**src/rtl/mbox_pkg.sv**
```systemverilog
package mbox_pkg;
  localparam int unsigned MBOX_DW = 32;
  localparam int unsigned MBOX_RW = 16;

  typedef enum logic [2:0] {
    S_IDLE, S_WR_SET, S_RD_SET, S_WT_SET,
    S_WR_CLR, S_RD_CLR, S_WT_CLR, S_DONE
  } mbox_state_e;

  // command word with the request flag forced to a given level
  function automatic logic [MBOX_DW-1:0] mbox_cmd_word(
    input logic [MBOX_DW-1:0] cmd, input logic flag, input int unsigned pos);
    logic [MBOX_DW-1:0] w;
    w = cmd;
    w[pos] = flag;
    return w;
  endfunction

  // status word meets the expected acknowledge level and the extra condition
  function automatic logic mbox_hit(
    input logic [MBOX_DW-1:0] sts, input logic [MBOX_DW-1:0] xmask,
    input logic [MBOX_DW-1:0] xval, input logic want, input int unsigned pos);
    return ((sts & xmask) == (xval & xmask)) && (sts[pos] == want);
  endfunction
endpackage

```
**src/rtl/mbox_poll_match.sv**
```systemverilog
module mbox_poll_match
  import mbox_pkg::*;
#(
  parameter int unsigned REQ_BIT = 15
) (
  input  logic [MBOX_DW-1:0] sts,
  input  logic [MBOX_DW-1:0] xmask,
  input  logic [MBOX_DW-1:0] xval,
  input  logic               want,
  output logic               hit
);
  always_comb hit = mbox_hit(sts, xmask, xval, want, REQ_BIT);
endmodule

```
**src/rtl/mbox_poll_timer.sv**
```systemverilog
module mbox_poll_timer #(
  parameter int unsigned LIMW = 16
) (
  input  logic            clk,
  input  logic            rst_n,
  input  logic            restart,
  input  logic            miss,
  input  logic [LIMW-1:0] limit,
  output logic            expire
);
  localparam int unsigned CW = LIMW + 1;
  logic [LIMW-1:0] miss_cnt;
  logic [CW-1:0]   next_cnt;

  always_comb begin
    next_cnt = {1'b0, miss_cnt} + CW'(1);
    expire   = miss && (next_cnt >= {1'b0, limit});
  end

  always_ff @(posedge clk) begin
    if (!rst_n || restart) miss_cnt <= '0;
    else if (miss && !expire) miss_cnt <= next_cnt[LIMW-1:0];
  end
endmodule

```
**src/rtl/xcvr_mbox_engine.sv**
```systemverilog
module xcvr_mbox_engine
  import mbox_pkg::*;
#(
  parameter int unsigned AW       = 20,
  parameter logic [AW-1:0] CMD_ADDR = 20'hA403C,
  parameter logic [AW-1:0] STS_ADDR = 20'hA4040,
  parameter int unsigned REQ_BIT  = 15,
  parameter int unsigned LIMW     = 16
) (
  input  logic               clk,
  input  logic               rst_n,
  input  logic               req_valid,
  input  logic [MBOX_DW-1:0] req_cmd,
  input  logic [MBOX_DW-1:0] req_xmask,
  input  logic [MBOX_DW-1:0] req_xval,
  input  logic [LIMW-1:0]    poll_limit,
  output logic               busy,
  output logic               done,
  output logic [MBOX_RW-1:0] rsp_data,
  output logic               rsp_err,
  output logic [AW-1:0]      bus_addr,
  output logic               bus_write,
  output logic               bus_read,
  output logic [MBOX_DW-1:0] bus_wdata,
  input  logic               bus_waitreq,
  input  logic [MBOX_DW-1:0] bus_rdata,
  input  logic               bus_rvalid
);
  localparam int unsigned HI_LSB = MBOX_DW - MBOX_RW;

  mbox_state_e        state, state_nx;
  logic [MBOX_DW-1:0] cmd_q, xmask_q, xval_q;
  logic [LIMW-1:0]    lim_q;
  logic [MBOX_RW-1:0] data_q;
  logic               err_q;

  // named events used by the logic and the assertions
  logic set_phase, wr_done, rd_issue, rsp_ev, hit, miss_ev, expire, accept;

  always_comb begin
    set_phase = (state == S_WR_SET) || (state == S_RD_SET) || (state == S_WT_SET);
    bus_write = (state == S_WR_SET) || (state == S_WR_CLR);
    bus_read  = (state == S_RD_SET) || (state == S_RD_CLR);
    bus_addr  = bus_write ? CMD_ADDR : STS_ADDR;
    bus_wdata = mbox_cmd_word(cmd_q, set_phase, REQ_BIT);
    wr_done   = bus_write && !bus_waitreq;
    rd_issue  = bus_read && !bus_waitreq;
    rsp_ev    = bus_rvalid && ((state == S_WT_SET) || (state == S_WT_CLR));
    miss_ev   = rsp_ev && !hit;
    accept    = (state == S_IDLE) && req_valid;
    busy      = (state != S_IDLE);
    done      = (state == S_DONE);
    rsp_data  = data_q;
    rsp_err   = err_q;
  end

  mbox_poll_match #(.REQ_BIT(REQ_BIT)) u_match (
    .sts(bus_rdata), .xmask(xmask_q), .xval(xval_q), .want(set_phase), .hit(hit)
  );

  mbox_poll_timer #(.LIMW(LIMW)) u_timer (
    .clk(clk), .rst_n(rst_n), .restart(wr_done), .miss(miss_ev),
    .limit(lim_q), .expire(expire)
  );

  always_comb begin
    state_nx = state;
    case (state)
      S_IDLE:   if (req_valid) state_nx = S_WR_SET;
      S_WR_SET: if (wr_done) state_nx = S_RD_SET;
      S_RD_SET: if (rd_issue) state_nx = S_WT_SET;
      S_WT_SET: if (rsp_ev) state_nx = (hit || expire) ? S_WR_CLR : S_RD_SET;
      S_WR_CLR: if (wr_done) state_nx = S_RD_CLR;
      S_RD_CLR: if (rd_issue) state_nx = S_WT_CLR;
      S_WT_CLR: if (rsp_ev) state_nx = (hit || expire) ? S_DONE : S_RD_CLR;
      default:  state_nx = S_IDLE;
    endcase
  end

  always_ff @(posedge clk) begin
    if (!rst_n) begin
      state   <= S_IDLE;
      cmd_q   <= '0;
      xmask_q <= '0;
      xval_q  <= '0;
      lim_q   <= '0;
      data_q  <= '0;
      err_q   <= 1'b0;
    end else begin
      state <= state_nx;
      if (accept) begin
        cmd_q   <= req_cmd;
        xmask_q <= req_xmask;
        xval_q  <= req_xval;
        lim_q   <= poll_limit;
        data_q  <= '0;
        err_q   <= 1'b0;
      end
      if (rsp_ev && set_phase && hit) data_q <= bus_rdata[MBOX_DW-1:HI_LSB];
      if (miss_ev && expire) err_q <= 1'b1;
    end
  end

  // ---------------- assertions ----------------
  p_idle_quiet_r1: assert property (@(posedge clk) disable iff (!rst_n)
    !busy |-> (!bus_read && !bus_write));

  p_first_write_r2: assert property (@(posedge clk) disable iff (!rst_n)
    $rose(busy) |-> (bus_write && bus_wdata[REQ_BIT] && bus_addr == CMD_ADDR));

  p_single_read_r3: assert property (@(posedge clk) disable iff (!rst_n)
    rd_issue |=> !bus_read);

  p_clear_after_ack_r5: assert property (@(posedge clk) disable iff (!rst_n)
    (rsp_ev && set_phase && hit) |=> (bus_write && !bus_wdata[REQ_BIT]));

  p_done_pulse_r7: assert property (@(posedge clk) disable iff (!rst_n)
    done |=> (!done && !busy));

  p_cmd_locked_r8: assert property (@(posedge clk) disable iff (!rst_n)
    busy |=> $stable(cmd_q));

  p_clear_on_timeout_r9: assert property (@(posedge clk) disable iff (!rst_n)
    (miss_ev && expire && set_phase) |=> (bus_write && !bus_wdata[REQ_BIT] && rsp_err));

  p_hold_write_r11: assert property (@(posedge clk) disable iff (!rst_n)
    (bus_write && bus_waitreq) |=> (bus_write && $stable(bus_wdata) && $stable(bus_addr)));

  p_hold_read_r11: assert property (@(posedge clk) disable iff (!rst_n)
    (bus_read && bus_waitreq) |=> (bus_read && $stable(bus_addr)));
endmodule

```
**config.mk**
```make
export PLATFORM = sky130hd
export DESIGN_NAME = xcvr_mbox_engine
export DESIGN_NICKNAME = d
export VERILOG_FILES = /design/src/rtl/mbox_pkg.sv /design/src/rtl/mbox_poll_match.sv /design/src/rtl/mbox_poll_timer.sv /design/src/rtl/xcvr_mbox_engine.sv
export SDC_FILE = /design/constraint.sdc
export NUM_CORES = 1
export LEC_CHECK = 0
export CORE_MARGIN = 5
export CORE_UTILIZATION = 50
export CTS_CLUSTER_DIAMETER = 150
export CTS_CLUSTER_SIZE = 25
export DETAILED_ROUTE_END_ITERATION = 12
export PLACE_DENSITY_LB_ADDON = 0.1
export SLEW_MARGIN = 10
export SYNTH_ARGS = -nofsm -noshare
export SYNTH_HDL_FRONTEND = slang
export SYNTH_SLANG_ARGS = --single-unit
```
**constraint.sdc**
```tcl
create_clock -name clk -period 7.5 [get_ports clk]
set_clock_uncertainty 0.2 [all_clocks]
set_input_delay 2.25 -clock clk [delete_from_list [all_inputs] [get_ports clk]]
set_output_delay 2.25 -clock clk [all_outputs]
set_load 0.005 [all_outputs]
```
==> results.toml <==
[sta]
worstMarginPinSlew_ns = 1.23
drv_slew = 0
hold_viol_final = 0
post-route-min-period_ns = 4.43
finalCritPeriodShare_pct = 59.1
final-setup-viol-count = 0
fmax_ghz = 0.226
grt_setup_unrepaired = "no"
relSlewSlack_pct = 17.6
finalSetupTns_ns = 0

[power_and_ir_drop]
p_leak_nw = 3.79
clkPwrFrac_pct = 36.5
power_density_nw_per_um2 = 225
switchingPower_w = 0.000591
peakVddDrop_mv = 0.193
power_frac_seq_pct = 41.8
switching_share_pct = 27.6
power.internal_w = 0.00155
combPwrFrac_pct = 21.7

[critical_path]
cp-end-kind = "primary output"
r2r_setup_slack_ns = 3.26
critPathMaxFanout = 12
arrival_ns = 1.98
startpoint_type = "flop"
cp_data_required_time_ns = 5.05
worst-setup-path-type = "reg2out"

[floorplanning]
die_w_um = 128
ioPinCount = 222
core_um2 = 13800
die_h_um = 128
rows = 43
initial_core_util_pct = 50.6
dieArea_um2 = 16500

[synth]
ys_warn_count = 0
syn_inst = 848
avgSynthCellArea_um2 = 8.25
synthArstFlopShare_pct = 0
yosys.area.top_type_share_pct = 42.1
synth_top_area_cell = "dfxtp_1"
ys_seq_elements = 147
ys_seq_area_share_pct = 42.1
synth_edf_count = 0
synth_area_leaders = "dfxtp_1 (42%), nand2_1 (14%), a21boi_0 (12%)"
ys_types = 49
synth-main-ff-cell = "dfxtp_1"
netlist_area_um2 = 7000

[global_routing]
antenna_found_initial = 0
grtUsageTotal_pct = 22.3
grt_pass1_vias = 5926
grt_pass1_wl_mm = 28.9
grt_overflow_total = 0
grt_max_degree = 121

[detailed_routing]
firstDrtPassIters = 4
route.detailed.drc = 0
via_per_inst = 5.02
drt_iter0_drc = 396
routed_wl_mm = 18.2
antenna_left = 0
wl_per_cell_um = 15.0
via_count = 6070

[clocking]
insertion_delay_ns = 0.42
cts-root-buf = "clkbuf_16"
htree_levels = 4
postCtsHoldBufs = 0
cts_tree = "done"
post_cts_buffers = 0
cts-resized-gates = 0
clkSlewWorstSetupHoldPaths_ns = 0.06
cts_buffers = 17
cts_sinks = 147
cts_buffer_depth = 2

[final_layout]
diodes = 0
layout_common_cells = "nand2_1 (260), clkdlybuf4s50_1 (204), dfxtp_1 (147)"
utilization_pct = 68.9
num-fill-cells = 1158
final_layout_size_suffix_gt1_share_pct = 4.76
area_growth_pct = 36.2
final_common_cell = "nand2_1"
nets = 1184

[place]
gp_congestion = 0.814
dp_hpwl_mm = 13.0
port_buffers = 205

[worst_hold_path]
hold_class = "reg2reg"

[run_status]
outcome = "complete, no violations"

[flow_run]
drv_cap = 0
## cell families after synthesis
kind of cell	synth area share, %
AND/OR/NAND/NOR	20.3
AO/OA/AOI/OAI	19.5
flip-flops	42.1
buffers and inverters	6.19
XOR/XNOR	6.13
multiplexers	2.58
adder cells (fa/ha/maj)	3.04
other	0.107
## per-stage QoR
| step | hold WS (ns) | std cells | setup WS [ns] | total power [W] | instance area (um^2) |
|---|---|---|---|---|---|
| CTS | 0.263 | 1209 | 3.05 | 0.00216 | 9530 |
| detailed placement | 0.255 | 1179 | 2.69 | 0.00138 | 8990 |
| finish | 0.258 | 1209 | 3.07 | 0.00214 | 9530 |
| global placement | 0.250 | 1179 | 2.73 | 0.00137 | 8990 |
| global route | 0.277 | 1209 | 2.89 | 0.00226 | 9530 |
| floorplan | 0.243 | 861 | 3.54 | 0.00118 | 7040 |
## final cells by class
cell class | instances | area (um^2) | area share, %
multi-input cells | 625 | 3680 | 38.6
flip-flops and latches | 147 | 2940 | 30.9
repair buffers | 208 | 2070 | 21.7
clock buffers | 24 | 482 | 5.06
well taps | 180 | 225 | 2.36
inverters | 19 | 71.3 | 0.749
clock inverters | 6 | 55.1 | 0.578
## path summary, 6_finish.rpt
| check | from | end | depth (start not counted) |
|---|---|---|---|
| min reg2reg | cmd_q[27] | cmd_q[27] | 2 |
| max reg2reg | u_timer.miss_cnt[0] | u_timer.miss_cnt[8] | 14 |
| max | state[2] | bus_addr[4] | 4 |
| min | cmd_q[27] | cmd_q[27] | 2 |
## synthesized netlist by cell type, types with 2 or more instances
cell type and number:
inv_1 19, xnor2_1 8, buf_6 2, a21o_1 2
ha_1 17, a21boi_0 112, nor3_1 3, nand4_1 4
and3_1 4, conb_1 2, a22oi_1 16, mux2i_1 18
nand2b_1 6, and2_1 4, buf_4 20, or3_1 6
nand3_1 26, nand2_1 261, nor2_1 17, a21oi_1 20
xor2_1 41, dfxtp_1 147, clkbuf_1 41, a31o_2 7
nor3_2 2, buf_2 7, o21ai_0 14
## flip-flops by register name, summed over array words and instances, names as in the netlist
| register | count |
|---|---|
| lim_q | 16 |
| state | 3 |
| rsp_data | 16 |
| xval_q | 32 |
| cmd_q | 31 |
| xmask_q | 32 |
| rsp_err | 1 |
| u_timer.miss_cnt | 16 |
## worst max-delay path: stages (launching register included)
cell and delay (ns):
dfxtp_1 0.56, xor2_1 0.23, nand2b_1 0.13, inv_1 0.13, clkdlybuf4s50_1 0.52
## power by group through the flow
stage                     Sequential [W]  Combinational (W)  Clock (W)
after floorplan                 0.000902           0.000279          0
after global placement          0.000909           0.000465          0
after detailed placement        0.000912           0.000471          0
after CTS                       0.000895           0.000473   0.000796
after global routing            0.000905           0.000522   0.000833
final                           0.000895           0.000465   0.000782
## per-layer routing
| layer | vias to the layer above | track usage (%) | part of all wire, % |
|---|---|---|---|
| met1 | 2742 | 27.4 | 43 |
| met4 | 0 | 8.80 | 2.6 |
| li1 | 3129 | - | - |
| met2 | 172 | 34.8 | 45 |
| met5 | - | 0 | 0 |
| met3 | 27 | 9.17 | 9.2 |
Power figures use the tool's default switching activity.
